File: src/rtl/blkdma_pkg.sv
package blkdma_pkg;
  typedef struct packed {
    logic loadJob;
    logic beatAdv;
  } ctlStrobe_t;

  typedef enum logic [1:0] {ST_IDLE, ST_XLAT, ST_XFER} ctlState_t;

  localparam logic [1:0] REG_CMD  = 2'd0;
  localparam logic [1:0] REG_LBA  = 2'd1;
  localparam logic [1:0] REG_DST  = 2'd2;
  localparam logic [1:0] REG_STAT = 2'd3;
endpackage

File: src/rtl/blkdma_ctrl.sv
module blkdma_ctrl
  import blkdma_pkg::*;
(
  input  logic       clk,
  input  logic       rstN,
  input  logic       cmdStart,
  input  logic       statWr,
  input  logic [2:0] statClr,
  input  logic       rangeBad,
  input  logic       lastBeat,
  input  logic       memReady,
  output ctlStrobe_t strobe,
  output logic       memValid,
  output logic       busy,
  output logic       irqFlag,
  output logic       errFlag,
  output logic       ovrFlag
);
  ctlState_t state;
  logic setDone, setErr;

  assign busy     = (state != ST_IDLE);
  assign memValid = (state == ST_XFER);
  assign setErr   = (state == ST_XLAT) && rangeBad;
  assign setDone  = setErr || ((state == ST_XFER) && memReady && lastBeat);

  always_comb begin
    strobe = '0;
    strobe.loadJob = (state == ST_XLAT) && !rangeBad;
    strobe.beatAdv = (state == ST_XFER) && memReady;
  end

  always_ff @(posedge clk) begin
    if (!rstN) begin
      state   <= ST_IDLE;
      irqFlag <= 1'b0;
      errFlag <= 1'b0;
      ovrFlag <= 1'b0;
    end else begin
      case (state)
        ST_IDLE: if (cmdStart) state <= ST_XLAT;
        ST_XLAT: state <= rangeBad ? ST_IDLE : ST_XFER;
        ST_XFER: if (memReady && lastBeat) state <= ST_IDLE;
        default: state <= ST_IDLE;
      endcase

      if (setDone)                     irqFlag <= 1'b1;
      else if (statWr && statClr[0])   irqFlag <= 1'b0;

      if (setErr)                      errFlag <= 1'b1;
      else if (statWr && statClr[1])   errFlag <= 1'b0;

      if (cmdStart && busy)            ovrFlag <= 1'b1;
      else if (statWr && statClr[2])   ovrFlag <= 1'b0;
    end
  end
endmodule

File: src/rtl/blkdma_dp.sv
module blkdma_dp
  import blkdma_pkg::*;
#(
  parameter int ADDR_W       = 32,
  parameter int DATA_W       = 32,
  parameter int BEATS        = 32,
  parameter int SECT_PER_TRK = 8,
  parameter int SURFACES     = 2,
  parameter int TRACKS       = 16,
  parameter int SPARE_TRACKS = 2
) (
  input  logic              clk,
  input  logic              rstN,
  input  logic              regWe,
  input  logic [1:0]        regAddr,
  input  logic [DATA_W-1:0] regWdata,
  output logic [DATA_W-1:0] regRdata,
  input  logic [3:0]        statusIn,
  input  ctlStrobe_t        strobe,
  output logic              rangeBad,
  output logic              lastBeat,
  output logic [ADDR_W-1:0] memAddr,
  output logic [DATA_W-1:0] memData
);
  localparam int FIELD_W = DATA_W / 4;
  localparam int IDX_W   = $clog2(BEATS);
  localparam int STEP    = DATA_W / 8;
  localparam int USABLE  = SECT_PER_TRK * SURFACES * (TRACKS - SPARE_TRACKS);
  localparam logic [IDX_W-1:0] LAST_IDX = IDX_W'(BEATS - 1);

  logic [DATA_W-1:0]  lbaReg;
  logic [ADDR_W-1:0]  dstReg;
  logic [DATA_W-1:0]  secW, quoW, surfW, trkW, idxW;
  logic [FIELD_W-1:0] secQ, surfQ, trkQ;
  logic [IDX_W-1:0]   idxQ;
  logic [ADDR_W-1:0]  addrQ;

  always_ff @(posedge clk) begin
    if (!rstN) begin
      lbaReg <= '0;
      dstReg <= '0;
    end else if (regWe) begin
      if (regAddr == REG_LBA) lbaReg <= regWdata;
      if (regAddr == REG_DST) dstReg <= ADDR_W'(regWdata);
    end
  end

  // geometry translation from the programmed block number
  always_comb begin
    secW  = lbaReg % DATA_W'(SECT_PER_TRK);
    quoW  = lbaReg / DATA_W'(SECT_PER_TRK);
    surfW = quoW % DATA_W'(SURFACES);
    trkW  = quoW / DATA_W'(SURFACES);
  end
  assign rangeBad = (lbaReg >= DATA_W'(USABLE));

  always_ff @(posedge clk) begin
    if (!rstN) begin
      secQ  <= '0;
      surfQ <= '0;
      trkQ  <= '0;
      idxQ  <= '0;
      addrQ <= '0;
    end else if (strobe.loadJob) begin
      secQ  <= secW[FIELD_W-1:0];
      surfQ <= surfW[FIELD_W-1:0];
      trkQ  <= trkW[FIELD_W-1:0];
      idxQ  <= '0;
      addrQ <= dstReg;
    end else if (strobe.beatAdv) begin
      idxQ  <= idxQ + 1'b1;
      addrQ <= addrQ + ADDR_W'(STEP);
    end
  end

  assign lastBeat = (idxQ == LAST_IDX);
  assign idxW     = DATA_W'(idxQ);
  assign memAddr  = addrQ;
  // sector storage model: word content derived from its physical position
  assign memData  = {surfQ, trkQ, secQ, idxW[FIELD_W-1:0]};

  always_comb begin
    case (regAddr)
      REG_LBA:  regRdata = lbaReg;
      REG_DST:  regRdata = DATA_W'(dstReg);
      REG_STAT: regRdata = DATA_W'(statusIn);
      default:  regRdata = '0;
    endcase
  end
endmodule

File: src/rtl/blkdma_top.sv
module blkdma_top
  import blkdma_pkg::*;
#(
  parameter int ADDR_W       = 32,
  parameter int DATA_W       = 32,
  parameter int SECTOR_BYTES = 128,
  parameter int SECT_PER_TRK = 8,
  parameter int SURFACES     = 2,
  parameter int TRACKS       = 16,
  parameter int SPARE_TRACKS = 2
) (
  input  logic              clk,
  input  logic              rstN,
  input  logic              regWe,
  input  logic [1:0]        regAddr,
  input  logic [DATA_W-1:0] regWdata,
  output logic [DATA_W-1:0] regRdata,
  output logic              memValid,
  input  logic              memReady,
  output logic [ADDR_W-1:0] memAddr,
  output logic [DATA_W-1:0] memData,
  output logic              irq
);
  localparam int BEATS = SECTOR_BYTES / (DATA_W / 8);

  ctlStrobe_t strobe;
  logic cmdStart, statWr, rangeBad, lastBeat;
  logic busy, irqFlag, errFlag, ovrFlag;

  assign cmdStart = regWe && (regAddr == REG_CMD) && regWdata[0];
  assign statWr   = regWe && (regAddr == REG_STAT);
  assign irq      = irqFlag;

  blkdma_ctrl ctrl_i (
    .clk(clk), .rstN(rstN), .cmdStart(cmdStart), .statWr(statWr),
    .statClr(regWdata[3:1]), .rangeBad(rangeBad), .lastBeat(lastBeat),
    .memReady(memReady), .strobe(strobe), .memValid(memValid), .busy(busy),
    .irqFlag(irqFlag), .errFlag(errFlag), .ovrFlag(ovrFlag)
  );

  blkdma_dp #(
    .ADDR_W(ADDR_W), .DATA_W(DATA_W), .BEATS(BEATS),
    .SECT_PER_TRK(SECT_PER_TRK), .SURFACES(SURFACES),
    .TRACKS(TRACKS), .SPARE_TRACKS(SPARE_TRACKS)
  ) dp_i (
    .clk(clk), .rstN(rstN), .regWe(regWe), .regAddr(regAddr),
    .regWdata(regWdata), .regRdata(regRdata),
    .statusIn({ovrFlag, errFlag, irqFlag, busy}), .strobe(strobe),
    .rangeBad(rangeBad), .lastBeat(lastBeat),
    .memAddr(memAddr), .memData(memData)
  );
endmodule

File: config.mk
export PLATFORM = sky130hd
export DESIGN_NAME = blkdma_top
export DESIGN_NICKNAME = d
export VERILOG_FILES = /design/src/rtl/blkdma_pkg.sv /design/src/rtl/blkdma_ctrl.sv /design/src/rtl/blkdma_dp.sv /design/src/rtl/blkdma_top.sv
export SDC_FILE = /design/constraint.sdc
export NUM_CORES = 1
export LEC_CHECK = 0
export BUFFER_PORTS_ARGS = -buffer_cell sky130_fd_sc_hd__buf_2
export CORE_MARGIN = 2
export CORE_UTILIZATION = 29
export CTS_CLUSTER_DIAMETER = 150
export DETAILED_ROUTE_END_ITERATION = 10
export GPL_TIMING_DRIVEN = 0
export SYNTH_ARGS = -nofsm -noshare
export SYNTH_HDL_FRONTEND = slang
export SYNTH_HIERARCHICAL = 1
export SYNTH_SLANG_ARGS = --single-unit
File: constraint.sdc
create_clock -name clk -period 2.6 [get_ports clk]
set_clock_uncertainty 0.1 [all_clocks]
set_input_delay 0.52 -clock clk [delete_from_list [all_inputs] [get_ports clk]]
set_output_delay 0.52 -clock clk [all_outputs]
set_load 0.05 [all_outputs]
==> metrics.yaml <==
critical_path:
  rrSetupSlack_ns: 0.02
  cp-start-kind: "register"
  path_cells: "nor4_2, nand4_1, a311o_1, nor3b_4, buf_4, clkbuf_16, mux2i_1, nor2_1"
  crit_family: "simple AND/OR/NAND/NOR gates"
  endpoint_kind: "register"
  cpPeakStageDelay_ns: 0.45
  critPathRequiredTime_ns: 2.78
  critPathKind: "reg2reg"
  cp_slowest_cell: "a311o_1"
  critical_path_arrival_ns: 2.76
  worstPathMaxFanout: 11
  crit_buf_inv: 2
logic_synthesis:
  syn_avg_cell_area_um2: 8.15
  synthCells: 657
  async_reset_ff_frac: 0
  yosys_register_bits: 118
  netlist.area_leader.share: 0.441
  synth-seq-area-share: 0.441
  synth_edf_count: 0
  synth_area_leaders: "dfxtp_1, nand2_1, a21oi_1"
  synth_warnings: 6
  ys_types: 50
  synth_area_um2: 5360
  yosys_most_used_dff: "dfxtp_1"
  yosys.area.top_type: "dfxtp_1"
power:
  p_switching_w: 0.00110
  power.share.clock: 0.494
  leakage_nw: 2.81
  swShare: 0.243
  power_frac_seq: 0.416
  powerDensity_nw_per_um2: 652
  p_comb_frac: 0.089
  intPower_w: 0.00344
  ir_drop_mv: 0.481
global_routing:
  grt_busiest_layer: "met2"
  grt_pass1_wl_um: 26800
  grt_use_met3: 0.0397
  grt_max_degree: 17
  grt_usage: 0.176
  met2_usage: 0.261
  grt_use_met1: 0.245
  grt_pass1_vias: 4827
  antenna_found_initial: 0
  overflow: 0
layout:
  diodes: 0
  final_area_um2: 6970
  drive_gt1_frac: 0.244
  final_nets: 853
  fin_util: 0.387
  area_delta_synth_final_pct: 30.2
routing:
  drc: 0
  drt_iter0_markers: 419
  ant_nets: 0
  wl_um: 17600
  wl_per_cell_um: 16.8
  drt_first_pass_iters: 5
  via_count: 5220
  viasPerCell: 4.96
cts:
  clk_path_buf_depth: 2
  cts.reportedPaths.clkPinSlew_ns: 0.05
  cts-hold-fix-buffers: 0
  cts_made_buffers: 17
  cts_num_sinks: 118
  root_buffer: "clkbuf_16"
  cts_tree: "done"
  clk-insertion-delay-late_ns: 0.42
  cts.htree.levels: 4
timing:
  setup_viol: 0
  drv_slew: 0
  final_hold_viol_count: 0
  worst_pin_slew_ns: 0.731
  finalSetupTns_ns: 0
  setup_ws_ns: 0.0218
  slew-limit-headroom: 0.509
  max_freq_mhz: 388
  fin_crit_ns: 2.58
  fin_crit_sh: 0.992
place:
  place_area_um2: 6300
  dp_hpwl_um: 13400
  pre_cts_slack_ns: -0.839
  place.gp.congestion: 0.894
  portBuffers: 120
job:
  maxCapViolations: 0
die:
  die_h_um: 140
  design.die.area_um2: 19600
  fp.dieW_um: 140
  core_um2: 18000
  io_pins: 136
  rows: 49
  initial_utilization: 0.297
status:
  outcome: "finished, final reports clean"
hold_path:
  hold_class: "in2reg"
cells by family after synthesis:
group	count (synthesis)	synth area share
compound gates	161	0.185
fa+ha+maj	3	0.00701
xor+xnor	15	0.0245
mux	24	0.0458
flops	118	0.441
other cells	1	0.000700
simple gates	267	0.237
buf+inv	68	0.0589
through the flow:
step,hold slack (ns),std cells,total power [W]
floorplan,0.332,671,0.00218
global placement,0.346,1020,0.00232
detailed placement,0.346,1020,0.00232
CTS,0.237,1051,0.00457
global route,0.258,1052,0.00470
finish,0.252,1052,0.00454
cells in the mapped netlist, types with 9 or more instances:
master,instances
xnor2_1,13
mux2i_1,20
o21ai_0,28
nor4_1,16
nor2_1,34
buf_4,16
dfxtp_1,118
nand2_1,150
a21oi_1,76
a22o_1,32
clkbuf_1,38
nand4_1,9
nor3_1,11
nand3_1,9
placed cells by master (no fill, tap or decap), types with 15 or more instances in the layout:
cell type	synthesis	routed
nand2_1	150	149
buf_2	0	125
dfxtp_1	118	118
a21oi_1	76	76
nor2_1	34	34
clkbuf_1	38	32
a22o_1	32	32
mux2i_1	20	20
o21ai_0	28	19
clkbuf_16	0	18
buf_4	16	18
conb_1	1	15
cell type report:
type,instances,area (um^2)
well taps,229,287
multi-input cells,485,2770
fillers,1887,11100
plain buffers,58,320
clock inverters,4,70.1
flip-flops and latches,118,2360
repair buffers,123,641
inverters,9,33.8
clock buffers,26,489
power groups by stage:
stage                     Clock (W)  Combinational [W]  Sequential (W)
after floorplan                   0           0.000248         0.00193
after global placement            0           0.000390         0.00193
after detailed placement          0           0.000391         0.00193
after CTS                   0.00229           0.000398         0.00189
after global routing        0.00237           0.000433         0.00189
final                       0.00225           0.000406         0.00189
sequential cells by signal, indices dropped and copies added, names as in the netlist:
register        flops
ctrl_i/ovrFlag      1
dp_i/surfQ          1
ctrl_i/state        2
dp_i/trkQ           8
dp_i/dstReg        32
dp_i/idxQ           5
ctrl_i/errFlag      1
dp_i/memAddr       32
dp_i/secQ           3
dp_i/lbaReg        32
ctrl_i/irqFlag      1
repair_timing:
item / in CTS / in global routing
pin swaps: 3 / 5
endpoints found under the setup margin: 79 / 68
cloned: 0 / 1
setup buffers: 1 / 1
resized for setup: 26 / 26
worst min-delay path, delay by kind of cell:
kind            cells  cell delay (ns)
compound gates      1             0.05
buf+inv             1             0.10
simple gates        1             0.05
worst paths after layout:
kind              cells after the start       startpoint              end
setup / recovery                      8  dp_i/lbaReg[29]     dp_i/secQ[1]
hold / removal                        3     regWdata[28]  dp_i/dstReg[28]
setup reg to reg                      8  dp_i/lbaReg[29]     dp_i/secQ[1]
hold reg to reg                       2   ctrl_i/ovrFlag   ctrl_i/ovrFlag
per-layer routing:
layer,share of wire,routed length (um),vias up
li1,-,-,2603
met1,0.48,8530,2400
met2,0.44,7680,182
met3,0.049,871,35
met4,0.031,546,0
met5,0,0,-
Note: power is estimated with default switching activity, not from simulation.
